$ cat src/rtl/ddrw_pkg.sv
package ddrw_pkg;
  localparam int BL_MAX    = 8;
  localparam int PAIRS_MAX = BL_MAX / 2;
  localparam int PAIR_W    = $clog2(PAIRS_MAX + 1);

  typedef logic [PAIR_W-1:0] pairs_t;

  // one command-bus event, delayed by the write latency
  typedef struct packed {
    logic   wr;
    pairs_t pairs;
    logic   ap;
    logic   intr;
  } ddrw_ev_t;

  function automatic pairs_t bl_pairs(input logic [1:0] code);
    case (code)
      2'd0:    return pairs_t'(1);
      2'd1:    return pairs_t'(2);
      default: return pairs_t'(PAIRS_MAX);
    endcase
  endfunction
endpackage

$ cat src/rtl/ddrw_cmd_pipe.sv
module ddrw_cmd_pipe
  import ddrw_pkg::*;
#(
  parameter int LAT = 1
) (
  input  logic     clk_i,
  input  logic     rst_ni,
  input  ddrw_ev_t ev_i,
  output ddrw_ev_t ev_o
);
  ddrw_ev_t st_q [LAT];

  for (genvar g = 0; g < LAT; g++) begin : g_stage
    ddrw_ev_t d;
    if (g == 0) begin : g_head
      assign d = ev_i;
    end else begin : g_body
      assign d = st_q[g-1];
    end
    always_ff @(posedge clk_i or negedge rst_ni) begin
      if (!rst_ni) st_q[g] <= '0;
      else         st_q[g] <= d;
    end
  end

  assign ev_o = st_q[LAT-1];
endmodule

$ cat src/rtl/ddrw_burst_ctl.sv
module ddrw_burst_ctl
  import ddrw_pkg::*;
(
  input  logic     clk_i,
  input  logic     rst_ni,
  input  ddrw_ev_t launch_i,
  output logic     busy_o,
  output logic     post_o,
  output logic     ap_done_o,
  output logic     load_o,
  output logic     mask_o,
  output logic     ready_o
);
  pairs_t rem_q, rem_d;
  logic   mask_q, mask_d;
  logic   ap_q, ap_d;
  logic   post_q, apd_q;
  logic   busy, last;

  assign busy = (rem_q != '0);
  assign last = busy && (rem_q == pairs_t'(1)) && !launch_i.wr;

  always_comb begin
    rem_d  = '0;
    mask_d = 1'b0;
    ap_d   = 1'b0;
    if (launch_i.wr) begin
      // new burst replaces whatever is left of the old one
      rem_d = launch_i.pairs;
      ap_d  = launch_i.ap;
    end else if (busy) begin
      rem_d  = rem_q - pairs_t'(1);
      mask_d = (mask_q || launch_i.intr) && (rem_q > pairs_t'(1));
      ap_d   = ap_q;
    end
  end

  always_ff @(posedge clk_i or negedge rst_ni) begin
    if (!rst_ni) begin
      rem_q  <= '0;
      mask_q <= 1'b0;
      ap_q   <= 1'b0;
      post_q <= 1'b0;
      apd_q  <= 1'b0;
    end else begin
      rem_q  <= rem_d;
      mask_q <= mask_d;
      ap_q   <= ap_d;
      post_q <= last;
      apd_q  <= last && ap_q;
    end
  end

  assign busy_o    = busy;
  assign post_o    = post_q;
  assign ap_done_o = apd_q;
  assign load_o    = (rem_d != '0);
  assign mask_o    = mask_d;
  assign ready_o   = (rem_d != '0) && !mask_d;
endmodule

$ cat src/rtl/ddrw_data_reg.sv
module ddrw_data_reg #(
  parameter int DQ_W = 16,
  parameter int DM_W = DQ_W / 8
) (
  input  logic            clk_i,
  input  logic            rst_ni,
  input  logic            load_i,
  input  logic            kill_i,
  input  logic [DQ_W-1:0] rise_i,
  input  logic [DQ_W-1:0] fall_i,
  input  logic [DM_W-1:0] mrise_i,
  input  logic [DM_W-1:0] mfall_i,
  output logic [DQ_W-1:0] dq_rise_o,
  output logic [DQ_W-1:0] dq_fall_o,
  output logic [DM_W-1:0] dm_rise_o,
  output logic [DM_W-1:0] dm_fall_o
);
  always_ff @(posedge clk_i or negedge rst_ni) begin
    if (!rst_ni) begin
      dq_rise_o <= '0;
      dq_fall_o <= '0;
      dm_rise_o <= '0;
      dm_fall_o <= '0;
    end else if (load_i && kill_i) begin
      dq_rise_o <= '0;
      dq_fall_o <= '0;
      dm_rise_o <= '1;
      dm_fall_o <= '1;
    end else if (load_i) begin
      dq_rise_o <= rise_i;
      dq_fall_o <= fall_i;
      dm_rise_o <= mrise_i;
      dm_fall_o <= mfall_i;
    end else begin
      dq_rise_o <= '0;
      dq_fall_o <= '0;
      dm_rise_o <= '0;
      dm_fall_o <= '0;
    end
  end
endmodule

$ cat src/rtl/ddrw_wr_seq.sv
module ddrw_wr_seq
  import ddrw_pkg::*;
#(
  parameter int DQ_W = 16,
  parameter int WL   = 1
) (
  input  logic                clk_i,
  input  logic                rst_ni,
  input  logic                cmd_valid_i,
  input  logic [1:0]          cmd_bl_i,
  input  logic                cmd_ap_i,
  input  logic                intr_i,
  output logic                wr_ready_o,
  input  logic                wr_valid_i,
  input  logic [DQ_W-1:0]     wr_rise_i,
  input  logic [DQ_W-1:0]     wr_fall_i,
  input  logic [DQ_W/8-1:0]   wr_mask_rise_i,
  input  logic [DQ_W/8-1:0]   wr_mask_fall_i,
  output logic [DQ_W-1:0]     dq_rise_o,
  output logic [DQ_W-1:0]     dq_fall_o,
  output logic [DQ_W/8-1:0]   dm_rise_o,
  output logic [DQ_W/8-1:0]   dm_fall_o,
  output logic [1:0]          dqs_o,
  output logic                dqs_oe_o,
  output logic                dq_oe_o,
  output logic                ap_done_o
);
  localparam int DM_W = DQ_W / 8;
  localparam logic [1:0] STROBE_DATA = 2'b01;
  localparam logic [1:0] STROBE_LOW  = 2'b00;

  ddrw_ev_t ev_in, launch;
  logic busy, post, load, mask;

  always_comb begin
    ev_in       = '0;
    ev_in.wr    = cmd_valid_i;
    ev_in.pairs = bl_pairs(cmd_bl_i);
    ev_in.ap    = cmd_ap_i;
    ev_in.intr  = intr_i;
  end

  ddrw_cmd_pipe #(.LAT(WL)) u_pipe (
    .clk_i  (clk_i),
    .rst_ni (rst_ni),
    .ev_i   (ev_in),
    .ev_o   (launch)
  );

  ddrw_burst_ctl u_ctl (
    .clk_i     (clk_i),
    .rst_ni    (rst_ni),
    .launch_i  (launch),
    .busy_o    (busy),
    .post_o    (post),
    .ap_done_o (ap_done_o),
    .load_o    (load),
    .mask_o    (mask),
    .ready_o   (wr_ready_o)
  );

  ddrw_data_reg #(.DQ_W(DQ_W), .DM_W(DM_W)) u_data (
    .clk_i     (clk_i),
    .rst_ni    (rst_ni),
    .load_i    (load),
    .kill_i    (mask || !wr_valid_i),
    .rise_i    (wr_rise_i),
    .fall_i    (wr_fall_i),
    .mrise_i   (wr_mask_rise_i),
    .mfall_i   (wr_mask_fall_i),
    .dq_rise_o (dq_rise_o),
    .dq_fall_o (dq_fall_o),
    .dm_rise_o (dm_rise_o),
    .dm_fall_o (dm_fall_o)
  );

  // preamble when a burst launches onto a quiet strobe, postamble after the last pair
  assign dq_oe_o  = busy;
  assign dqs_oe_o = busy || post || launch.wr;
  assign dqs_o    = busy ? STROBE_DATA : STROBE_LOW;
endmodule

$ cat config.mk
export PLATFORM = sky130hd
export DESIGN_NAME = ddrw_wr_seq
export DESIGN_NICKNAME = d
export VERILOG_FILES = /design/src/rtl/ddrw_pkg.sv /design/src/rtl/ddrw_cmd_pipe.sv /design/src/rtl/ddrw_burst_ctl.sv /design/src/rtl/ddrw_data_reg.sv /design/src/rtl/ddrw_wr_seq.sv
export SDC_FILE = /design/constraint.sdc
export NUM_CORES = 1
export LEC_CHECK = 0
export BUFFER_PORTS_ARGS = -buffer_cell sky130_fd_sc_hd__buf_2
export CAP_MARGIN = 20
export CORE_UTILIZATION = 40
export CTS_CLUSTER_DIAMETER = 120
export DETAILED_ROUTE_END_ITERATION = 7
export GPL_TIMING_DRIVEN = 0
export PLACE_DENSITY_LB_ADDON = 0.3
export SYNTH_ARGS = -nofsm -noshare
export SYNTH_HDL_FRONTEND = slang
export SYNTH_SLANG_ARGS = --single-unit
$ cat constraint.sdc
create_clock -name clk_i -period 2.6 [get_ports clk_i]
set_clock_uncertainty 0.05 [all_clocks]
set_input_delay 0.39 -clock clk_i [delete_from_list [all_inputs] [get_ports clk_i]]
set_output_delay 0.39 -clock clk_i [all_outputs]
set_load 0.01 [all_outputs]
# Yosys cells after proc, flatten, opt, wreduce, memory -nomap -nowiden
# Cells that the tools add are included.
# classes
n_addsub	1
n_lt_le_gt_ge	1
eq_ne	3
n_mux	16
reduce_logical	16
# ops
cell	count
$mux 16	4
$mux 2	4
$logic_and 1x1->1	6
$mux 3	2
$pmux 3 s2	1
$reduce_bool 3->1	2
$mux 1	5
$logic_or 1x1->1	4
$eq 3x1->1 const B	1
$gt 3x1->1 const B	1
$logic_not 1->1	3
$sub 3x1->3 const B	1
$eq 2x1->1 const B	1
$logic_not 2->1	1
$ne 2x1->1 const B	1
# word_totals
register_bits	49
input_bits	44
out_inout_bits	42

# Logic depth before layout (Yosys ltp)
# depth
depth_word	7
mapped_depth	6
depth_no_buf	3

# By module
# From an unflattened synthesis, not the netlist that was laid out.
# unflattened
cells_unflattened	121
hier_area_um2	1804.2
# by_module_without_submodules
module	n_inst	cells_each	area_per_inst_um2
ddrw_data_reg	1	78	1286.2
ddrw_burst_ctl	1	29	322.8
ddrw_cmd_pipe	1	6	150.1
ddrw_wr_seq	1	8	45.0

# Worst setup path after synthesis
# OpenSTA, ideal clock, no wires.
# synth_timing
kind	register to output
from	register u_ctl.rem_q[1]
to	output wr_ready_o
arrival_time_ns	1.273
setup_slack_ns	0.887
path_stages_with_launch	5
path_buffers	1
path_cell_list	dfrtp_1 nor2b_2 o32ai_4 buf_6 a21oi_1
# synth_via
elab_chain_len	6
# synth_lines
element	line	source
start: declaration	ddrw_burst_ctl.sv:14	pairs_t rem_q, rem_d;
start signal: assignment	ddrw_burst_ctl.sv:46	rem_q <= rem_d;
parallel branches: the longest is 5 deep, another holds $sub 3x1->3	--	
$logic_and 1x1->1 *	ddrw_burst_ctl.sv:59	assign ready_o = (rem_d != '0) && !mask_d;
end: declaration	ddrw_wr_seq.sv:13	output logic wr_ready_o,
# Mark *: on every way between the ends.

# Worst setup path after layout
# Ends and elaborated chain as after synthesis.

==> flow_metrics.tcl <==
set metrics [dict create \
    max-cap-violations 0 \
    crit_family "compound AO/OA/AOI/OAI gates" \
    pwr-share-seq_pct 52.7 \
    register_area_sq_um 1230 \
    min_path_type "input port to asynchronous set/reset pin" \
    cts_buffer_depth 2 \
    cts.sinks 49 \
    yosysWarnings 0 \
    rows 25 \
    post-cts-setup-buffer-count 0 \
    slowest_delay_ns 0.45 \
    powerDensity_nw_per_um2 601 \
    dp_hpwl_um 2930 \
    clock_latency_ns 0.28 \
    path_max_fanout 10 \
    crit_buf_inv 2 \
    layoutNonFillerInstCount 318 \
    die_h_um 73.6 \
    setup_ws_ns 0.348 \
    initial_core_util_pct 42.5 \
    seq_area_frac_synth_pct 59.9 \
    busiest_layer "met2" \
    violations "negative hold slack" \
    p_int_mw 1.17 \
    io_buffers 84 \
    synthDistinctLibCells 27 \
    swShare_pct 26.7 \
    netlist_instances 159 \
    drtIter0Drc 45 \
    cp_data_arrival_time_ns 1.81 \
    area_delta_synth_final_pct 29.8 \
    postSynthAreaPerCell_sq_um 12.9 \
    finalCritPeriodShare_pct 86.6 \
    cts_hold_buffers 0 \
    ios 86 \
    fin_setup_tns_ns 0 \
    syn-num-nets 203 \
    first_global_vias 1448 \
    fin_util_pct 55.2 \
    wl_um 3920 \
    combPwrFrac_pct 20.4 \
    cts_inserted_buffers 5 \
    status "finished with violations" \
    grt_max_degree 50 \
    placed_area_sq_um 2550 \
    drc 0 \
    end_kind "output pin" \
    drv_slew 0 \
    ys_ff_latch 49 \
    grt_use_met1_pct 19.3 \
    clkPwrFrac_pct 26.9 \
    worstPathRequired_ns 2.16 \
    vias_per_cell 4.54 \
    grt_pass1_wl_um 6510 \
    cp-start-kind "flip-flop" \
    max_freq_mhz 444 \
    wl_per_cell_um 12.3 \
    met2_usage_pct 27.5 \
    whs_ns -0.0215 \
    grtUsageMet3_pct 4.12 \
    power_leakage_nw 1.43 \
    critPathKind "flip-flop to output pin" \
    fp.coreArea_sq_um 4820 \
    drive_gt1_share_pct 53.4 \
    pre_cts_ws_ns 0.643 \
    rsz0062_at_grt "no" \
    period_minus_slack_ns 2.25 \
    syn-cell-area_sq_um 2050 \
    peakVddDrop_uv 259 \
    hold_viol_final 18 \
    cts_resized 0 \
    overflow 0 \
    final_design_area_no_fill_sq_um 2660 \
    clkTransAtPathRegs_ns 0.08 \
    h-tree-depth 2 \
    dp_cells 310 \
    worstPathCellList "nor2b_2 > o32ai_4 > buf_6 > a21oi_1 > buf_2" \
    gp_congestion 0.699 \
    grtUsageTotal_pct 16.0 \
    multiInputGateArea_sq_um 573 \
    crit_path_top_delay_cell "dfrtp_1" \
    clockRootBuffer "clkbuf_8" \
    first_pass_iters 2 \
    cts_tree "built" \
    p_sw_mw 0.427 \
    antenna_found_initial 0 \
    die_area_sq_um 5410 \
    dieWidth_um 73.6 \
    ant_nets 0 \
    nFillCells 442 \
    finalPower_mw 1.60 \
    finalNetCount 295 \
    vias 1443 \
    setup_viol 0 \
    diodes 0 \
]
## final cells by class
| cell class | count | area share (%) |
|---|---|---|
| Sequential cell | 49 | 46.1 |
| Inverter | 34 | 4.80 |
| Multi-Input combinational cell | 62 | 21.6 |
| Clock buffer | 7 | 3.25 |
| Tap cell | 67 | 3.15 |
| Timing Repair Buffer | 85 | 16.6 |
| Buffer | 14 | 4.56 |
## cells in the mapped netlist
library cell | number | area [sq um]
inv_1 | 33 | 124
a211oi_1 | 7 | 52.6
a211oi_2 | 25 | 313
nor2_1 | 3 | 11.3
buf_2 | 1 | 5.00
nand2b_1 | 1 | 6.26
nor3b_2 | 1 | 12.5
buf_6 | 6 | 67.6
a21o_1 | 1 | 7.51
o31ai_1 | 1 | 7.51
or3_1 | 2 | 12.5
o21ai_0 | 3 | 15.0
nor2b_2 | 1 | 8.76
o22ai_1 | 2 | 12.5
dfrtp_1 | 49 | 1230
inv_2 | 1 | 3.75
buf_4 | 6 | 45.0
a2bb2oi_1 | 4 | 35.0
and2_1 | 1 | 6.26
nand2_1 | 4 | 15.0
nor2b_1 | 1 | 6.26
o21ai_2 | 1 | 8.76
clkbuf_1 | 1 | 3.75
and3_1 | 1 | 6.26
o32ai_4 | 1 | 27.5
conb_1 | 1 | 3.75
a21oi_1 | 1 | 5.00
## cell families after synthesis
group                  Yosys count  share of synthesized area, %
other                            1                         0.183
and+or+nand+nor                 15                          4.15
DFF                             49                          59.9
AOI/OAI and AO/OA               46                          23.6
buffers and inverters           48                          12.2
## worst paths after layout
check | start | end | slack, ns | depth (start not counted)
worst max-delay path | u_ctl.rem_q[1] | wr_ready_o | 0.35 | 5
worst min-delay path | rst_ni | u_ctl.ap_done_o | -0.02 | 1
worst max register to register | u_ctl.rem_q[1] | u_data.dq_rise_o[14] | 1.01 | 4
worst min register to register | u_pipe.ev_o[1] | u_ctl.ap_q | 0.42 | 2
max in group asynchronous | rst_ni | u_data.dq_rise_o[10] | 2.03 | 2
min in group clk_i | intr_i | u_pipe.ev_o[0] | 0.16 | 1
## flip-flops by register name (all words and copies together) (netlist names), 2 cells and up
register          count
u_data.dm_rise_o      2
u_ctl.rem_q           3
u_data.dq_rise_o     16
u_data.dm_fall_o      2
u_pipe.ev_o           6
u_data.dq_fall_o     16
## per-layer routing
| layer | vias up | wire (um) |
|---|---|---|
| li1 | 706 | - |
| met1 | 674 | 1620 |
| met2 | 56 | 1980 |
| met3 | 7 | 266 |
| met4 | 0 | 51 |
| met5 | - | 0 |
## layout by cell type, fill, tap and decap left out
cell and count:
a211oi_1 7, a211oi_2 25, a21o_1 1, a21oi_1 1, a2bb2oi_1 4, and2_1 1, and3_1 1, buf_12 1
buf_2 85, buf_4 6, buf_6 6, clkbuf_1 2, clkbuf_8 6, conb_1 1, dfrtp_1 49, inv_1 33
inv_2 1, nand2_1 4, nand2b_1 1, nor2_1 3, nor2b_1 1, nor2b_2 1, nor3b_2 1, o21ai_0 3
o21ai_2 1, o22ai_1 2, o31ai_1 1, o32ai_4 1, or3_1 2
## power groups by stage
stage / sequential [mW] / clock, mW / combinational, mW
2_1_floorplan: 0.879 / 0 / 0.175
3_3_place_gp: 0.856 / 0 / 0.326
3_5_place_dp: 0.858 / 0 / 0.329
4_1_cts: 0.843 / 0.448 / 0.330
5_1_grt: 0.849 / 0.472 / 0.362
6_report: 0.842 / 0.430 / 0.326
Note: power is estimated with default switching activity, not from simulation.
